### config.mk
export PLATFORM = sky130hd
export DESIGN_NAME = halfstep_clkdiv
export DESIGN_NICKNAME = d
export VERILOG_FILES = /design/src/rtl/hsd_pkg.sv /design/src/rtl/hsd_phase_cnt.sv /design/src/rtl/hsd_ratio_latch.sv /design/src/rtl/hsd_edge_pair.sv /design/src/rtl/halfstep_clkdiv.sv
export SDC_FILE = /design/constraint.sdc
export NUM_CORES = 1
export LEC_CHECK = 0
export BUFFER_PORTS_ARGS = -buffer_cell sky130_fd_sc_hd__buf_2
export CORE_MARGIN = 3
export CORE_UTILIZATION = 60
export DETAILED_ROUTE_END_ITERATION = 10
export GPL_ROUTABILITY_DRIVEN = 1
export PLACE_DENSITY = 0.88
export SETUP_SLACK_MARGIN = 0.4
export SLEW_MARGIN = 20
export SYNTH_ARGS = -nofsm -noshare
export SYNTH_HDL_FRONTEND = slang
export SYNTH_HIERARCHICAL = 1
export SYNTH_SLANG_ARGS = --single-unit
### constraint.sdc
create_clock -name clk_i -period 12.4 [get_ports clk_i]
set_input_delay 1.86 -clock clk_i [delete_from_list [all_inputs] [get_ports clk_i]]
set_output_delay 1.86 -clock clk_i [all_outputs]
set_load 0.02 [all_outputs]
### src/rtl/hsd_pkg.sv
package hsd_pkg;

  // Output level in half-period slot k of a window made of two output
  // periods of p half-periods each: high for the first ceil(p/2) slots.
  function automatic logic hsd_level(input logic [31:0] k, input logic [31:0] p);
    logic [31:0] m;
    m = (k >= p) ? (k - p) : k;
    return ((m << 1) < p);
  endfunction

endpackage

### src/rtl/hsd_phase_cnt.sv
module hsd_phase_cnt #(
  parameter int DIV_W = 5
) (
  input  logic             clk_i,
  input  logic             rst_i,
  input  logic [DIV_W-1:0] hcur_i,
  output logic [DIV_W-1:0] cnt_o,
  output logic [DIV_W-1:0] cnt_nxt_o,
  output logic             run_o,
  output logic             wrap_o
);

  logic [DIV_W-1:0] cnt_q;
  logic             run_q;

  // A window spans hcur+1 input cycles; it ends when the count reaches hcur.
  assign wrap_o    = !run_q || (cnt_q == hcur_i);
  assign cnt_nxt_o = wrap_o ? '0 : cnt_q + 1'b1;
  assign cnt_o     = cnt_q;
  assign run_o     = run_q;

  always_ff @(posedge clk_i) begin
    if (rst_i) begin
      cnt_q <= '0;
      run_q <= 1'b0;
    end else begin
      cnt_q <= cnt_nxt_o;
      run_q <= 1'b1;
    end
  end

  // reset clears the count and stops the waveform
  p_reset_clear_r1: assert property (@(posedge clk_i)
    rst_i |=> (cnt_q == '0) && !run_q);

  // the cycle count never leaves the current window
  p_cnt_in_window_r5: assert property (@(posedge clk_i) disable iff (rst_i)
    run_q |-> (cnt_q <= hcur_i));

endmodule

### src/rtl/hsd_ratio_latch.sv
module hsd_ratio_latch #(
  parameter int DIV_W   = 5,
  parameter int RST_DIV = 3
) (
  input  logic             clk_i,
  input  logic             rst_i,
  input  logic             ld_i,
  input  logic [DIV_W-1:0] div_i,
  input  logic             wrap_i,
  output logic [DIV_W-1:0] hcur_o,
  output logic [DIV_W-1:0] hnxt_o
);

  logic [DIV_W-1:0] hcur_q;
  logic [DIV_W-1:0] pend_q;
  logic             pv_q;
  logic             take;

  // A strobe in the same cycle as the window end wins over a pending value.
  assign take   = wrap_i && (ld_i || pv_q);
  assign hnxt_o = take ? (ld_i ? div_i : pend_q) : hcur_q;
  assign hcur_o = hcur_q;

  always_ff @(posedge clk_i) begin
    if (rst_i) begin
      hcur_q <= DIV_W'(RST_DIV);
      pend_q <= '0;
      pv_q   <= 1'b0;
    end else if (take) begin
      hcur_q <= hnxt_o;
      pv_q   <= 1'b0;
    end else if (ld_i) begin
      pend_q <= div_i;
      pv_q   <= 1'b1;
    end
  end

  // the ratio is frozen inside a window
  p_hold_mid_window_r6: assert property (@(posedge clk_i) disable iff (rst_i)
    !wrap_i |=> $stable(hcur_q));

  // a strobe inside a window becomes the pending value
  p_pending_last_r7: assert property (@(posedge clk_i) disable iff (rst_i)
    (ld_i && !wrap_i) |=> (pv_q && (pend_q == $past(div_i))));

  // a strobe on the window-ending edge applies at once
  p_load_at_wrap_r8: assert property (@(posedge clk_i) disable iff (rst_i)
    (ld_i && wrap_i) |=> ((hcur_q == $past(div_i)) && !pv_q));

endmodule

### src/rtl/hsd_edge_pair.sv
module hsd_edge_pair
  import hsd_pkg::*;
#(
  parameter int DIV_W = 5
) (
  input  logic             clk_i,
  input  logic             rst_i,
  input  logic             run_i,
  input  logic             wrap_i,
  input  logic [DIV_W-1:0] cnt_i,
  input  logic [DIV_W-1:0] cnt_nxt_i,
  input  logic [DIV_W-1:0] hcur_i,
  input  logic [DIV_W-1:0] hnxt_i,
  output logic             lvl_o
);

  logic rise_q;
  logic fall_q;
  logic lvl_rise;
  logic lvl_fall;

  // Level wanted in the even slot of the coming cycle and in the odd slot
  // of the current one; the output is rise_q ^ fall_q, so each edge
  // updates only its own register and the output cannot glitch.
  assign lvl_rise = hsd_level(32'(cnt_nxt_i) << 1, 32'(hnxt_i) + 32'd1);
  assign lvl_fall = hsd_level((32'(cnt_i) << 1) + 32'd1, 32'(hcur_i) + 32'd1);

  always_ff @(posedge clk_i) begin
    if (rst_i) rise_q <= 1'b0;
    else       rise_q <= lvl_rise ^ fall_q;
  end

  always_ff @(negedge clk_i) begin
    if (!run_i) fall_q <= 1'b0;
    else        fall_q <= lvl_fall ^ rise_q;
  end

  assign lvl_o = rise_q ^ fall_q;

  // the last half-period of every divided window is low
  p_window_tail_low_r5: assert property (@(posedge clk_i) disable iff (rst_i)
    (run_i && wrap_i && (hcur_i != '0)) |-> !lvl_o);

endmodule

### src/rtl/halfstep_clkdiv.sv
module halfstep_clkdiv #(
  parameter int DIV_W   = 5,
  parameter int RST_DIV = 3
) (
  input  logic             clk_i,
  input  logic             rst_i,
  input  logic             ld_i,
  input  logic [DIV_W-1:0] div_i,
  output logic             clk_o
);

  logic [DIV_W-1:0] hcur;
  logic [DIV_W-1:0] hnxt;
  logic [DIV_W-1:0] cnt;
  logic [DIV_W-1:0] cnt_nxt;
  logic             run;
  logic             wrap;
  logic             lvl;
  logic             bypass;

  hsd_ratio_latch #(
    .DIV_W  (DIV_W),
    .RST_DIV(RST_DIV)
  ) u_ratio (
    .clk_i (clk_i),
    .rst_i (rst_i),
    .ld_i  (ld_i),
    .div_i (div_i),
    .wrap_i(wrap),
    .hcur_o(hcur),
    .hnxt_o(hnxt)
  );

  hsd_phase_cnt #(
    .DIV_W(DIV_W)
  ) u_cnt (
    .clk_i    (clk_i),
    .rst_i    (rst_i),
    .hcur_i   (hcur),
    .cnt_o    (cnt),
    .cnt_nxt_o(cnt_nxt),
    .run_o    (run),
    .wrap_o   (wrap)
  );

  hsd_edge_pair #(
    .DIV_W(DIV_W)
  ) u_edges (
    .clk_i    (clk_i),
    .rst_i    (rst_i),
    .run_i    (run),
    .wrap_i   (wrap),
    .cnt_i    (cnt),
    .cnt_nxt_i(cnt_nxt),
    .hcur_i   (hcur),
    .hnxt_i   (hnxt),
    .lvl_o    (lvl)
  );

  assign bypass = (hcur == '0);
  assign clk_o  = run && (bypass ? clk_i : lvl);

endmodule

== After elaboration in Yosys (flattened, before gate mapping) ==
Cells that the tools add are included.
Storage, ports and cells
  memories kept: 0
  register bits after elaboration: 19
  output and inout port bits: 1
  ROM bits: 0
  RAM bits: 0
  bits of input ports: 8
  bits in latches: 0
  logic and storage cells: 35
Cells by class
  magnitude comparators: 4
  add/sub/neg operators: 6
  bitwise operators: 3
  shift-type cells: 0
  equal/unequal tests: 1
  mux-type cells: 7
  divide/modulo/power cells: 0
  reduce and logical (&&, ||, !) cells: 7
  multipliers: 0
Operators by type and width (count)
  less-than comparator 32 bit: 2
  two-way mux 31 bit: 2
  >= comparator 32 bit: 1
  >= comparator 6 x 32 -> 1 bit: 1
  subtractor 31 bit: 1
  subtractor 6 x 31 -> 31 bit: 1
  two-way mux 5 bit: 3
  adder 5 x 1 -> 6 bit, second input constant: 2
  adder 6 x 1 -> 7 bit, second input constant: 1
  adder 5 x 1 -> 5 bit, second input constant: 1
  equality test 5 bit: 1
  zero test 5 bit: 1
  bitwise XOR 1 bit: 3
  logical AND 1 bit: 2
  logical OR 1 bit: 2
  two-way mux 1 bit: 2
  OR reduction 2 bit: 1
  zero test 1 bit: 1

== Longest topological paths before layout ==
  depth in word-level cells: 9
  depth in mapped cells: 25
  mapped depth without buffers: 24

== Modules after synthesis ==
Netlist, hierarchy kept.
Modules (own cells, without submodules)
  hsd_edge_pair: sequential area each 40.0 sq um, times used 1, area an instance 1023.5 sq um, cells an instance 127
  hsd_ratio_latch: sequential area each 220.2 sq um, times used 1, area an instance 565.5 sq um, cells an instance 62
  hsd_phase_cnt: sequential area each 120.1 sq um, times used 1, area an instance 347.8 sq um, cells an instance 39
  halfstep_clkdiv: sequential area each 0.0 sq um, times used 1, area an instance 40.0 sq um, cells an instance 4

==> results.yml <==
worst_setup_path:
  worst_r2r_startpoint: "u_ratio/hcur_o[1]"
  critPathRequiredTime_ns: 6.59
  crit_start: "u_ratio/hcur_o[1]"
  critical_path.max_fanout: 9
  end_kind: "register"
  start_kind: "register"
  r2r_cells: 13
  cp.arrival_ns: 3.83
  path_class: "reg -> reg"
timing:
  worstMarginPinSlew_ns: 0.720
  rsz0062_at_grt: "no"
  slew_violations: 0
  tns_ns: 0
  skew_ns: 0.0783
  fin_hold_ws_ns: 0.492
  setup_viol: 0
  relSlewSlack_pct: 51.7
  timing_hold_violations_final: 0
  setup_ws_ns: 2.77
place:
  placed_area_um2: 2030
  io_buffers: 8
  dp_slack_ns: 2.77
  place.gp.congestion: 0.863
  hpwl_mm: 3.22
die:
  initial_core_util_pct: 63.7
  die_x_um: 63.4
  num_io_pins: 9
  die_area_um2: 4020
  die_h_um: 63.4
  core-area_um2: 3100
  num_rows: 20
synthesis:
  ys.flop_type: "dfxtp_1"
  synthAdderAreaFrac_pct: 14.2
  synthCells: 232
  synth-seq-cells: 19
  synth-compound-area-share_pct: 19.7
  synth_top_family_by_area: "simple AND/OR/NAND/NOR gates"
  syn_avg_cell_area_um2: 8.52
  async_flop_share_pct: 0
  synth_edf_count: 0
  yosysUniqueCellTypes: 49
  syn-cell-area_um2: 1980
  synthMuxAreaShare_pct: 7.47
  synth-seq-area-share_pct: 19.2
  synthSimpleGateAreaFrac_pct: 23.1
  synth_xor_xnor_area_share_pct: 11.8
  ys_warn_count: 6
  syn-num-nets: 259
route:
  num_vias: 1708
  routed_wl_mm: 4.16
  route.detailed.drc: 0
  drt-pass1-iter-count: 4
  wire_per_inst_um: 14.6
  routed_via_density: 5.97
  postRouteAntennaNets: 0
  drt-initial-drc-count: 58
global_route:
  grt_antenna_before_repair: 0
  grt_overflow_total: 0
  grt_pass1_wl_mm: 7.22
  grt_usage_pct: 22.1
  grt_max_degree: 16
  grt_pass1_vias: 1696
clock_network:
  cts_tree: "yes"
  postCtsSetupBuffers: 0
  clkTransAtPathRegs_ns: 0.10
  worstSkewPairLatency_ns: 0.47
  cts_resized: 0
  holdBufCountCts: 0
layout:
  final_cell_mix: "nor2_1, ha_1, dfxtp_1"
  drive_gt1_share_pct: 15.7
  final_common_cell: "nor2_1"
  area_growth_pct: 5.00
  utilization_pct: 66.9
  fill_cells: 289
  antenna_cells: 0
  fin_nets: 270
  design_area_um2: 2080
pwr:
  p_per_area_nw_per_um2: 120
  vdd_drop_max_mv: 0.0910
  leakagePower_uw: 0.000903
min_path:
  worst_hold_path_type: "reg -> reg"
  worstHoldStart: "u_ratio/pend_q[3]"
  min_delay_path_depth: 2
job:
  drv_cap: 0
run_status:
  status: "complete, no violations"
## flip-flops by register name, indices dropped and copies added, names as in the netlist
name            count
u_cnt/cnt_o         5
u_ratio/pv_q        1
u_ratio/hcur_o      5
u_edges/fall_q      1
u_cnt/run_o         1
u_ratio/pend_q      5
u_edges/rise_q      1
## routing by layer
layer	wire, um	track usage [%]	vias to the layer above
met3	147	6.42	4
met5	0	0	-
met4	22	6.20	0
met2	2110	38.5	34
met1	1880	26.1	805
li1	-	-	865
## cells in the mapped netlist (4+ instances only)
library cell | n | area (um^2)
mux2_2 | 6 | 67.6
mux2i_1 | 8 | 80.1
nand2b_1 | 6 | 37.5
nand3_1 | 11 | 55.1
inv_1 | 10 | 37.5
dfxtp_1 | 19 | 380
a21o_1 | 6 | 45.0
nor2_1 | 20 | 75.1
xor2_1 | 11 | 96.3
nor3_1 | 4 | 20.0
xnor2_1 | 13 | 114
o21ai_0 | 6 | 30.0
nor2b_1 | 5 | 31.3
ha_1 | 19 | 238
or2_1 | 4 | 25.0
buf_6 | 4 | 45.0
a211oi_1 | 7 | 52.6
a21oi_1 | 12 | 60.1
nand2_1 | 15 | 56.3
## per-stage QoR
| stage | power, uW | std cells |
|---|---|---|
| after floorplan | 181 | 232 |
| final | 249 | 286 |
| after global placement | 200 | 279 |
| after global routing | 269 | 286 |
| after detailed placement | 204 | 279 |
| after CTS | 249 | 286 |
## cells by family after synthesis
family / count (synthesis)
XOR/XNOR: 25
adder cells (fa/ha/maj): 23
multiplexers: 14
AND/OR/NAND/NOR: 84
AO/OA/AOI/OAI: 51
flip-flops: 19
buffers and inverters: 16
## where the power goes
part	switching (uW)	total, uW	leakage, uW	internal (uW)
registers	7.88	74.7	0.000156	66.8
logic	62.9	123	0.000698	60.0
clock network	26.0	50.9	0.0000486	25.0
total	96.8	249	0.000903	152
## cell type report
class / count / area [um^2] / share of cell area (%)
Clock buffer: 7 / 50.0 / 2.41
Multi-Input combinational cell: 197 / 1510 / 72.6
Sequential cell: 19 / 380 / 18.3
Tap cell: 44 / 55.1 / 2.65
Timing Repair Buffer: 8 / 42.5 / 2.05
Inverter: 9 / 33.8 / 1.63
Clock inverter: 2 / 7.51 / 0.362
## worst max-delay path, cell delays in order (launching register included)
cell      delay [ns]
dfxtp_1         0.55
ha_1            0.31
nand3_1         0.13
xor2_1          0.20
ha_1            0.43
and4b_1         0.22
nand3_1         0.10
nand2b_1        0.11
a31o_4          0.15
mux2_2          0.35
ha_1            0.28
nand3_1         0.09
o311ai_2        0.29
mux2i_1         0.24
## worst paths after layout
check,slack (ns),end
max,2.77,u_edges/fall_q
min,0.49,u_ratio/pend_q[3]
max reg2reg,2.77,u_edges/fall_q
min reg2reg,0.49,u_ratio/pend_q[3]
Note: power is estimated with default switching activity, not from simulation.
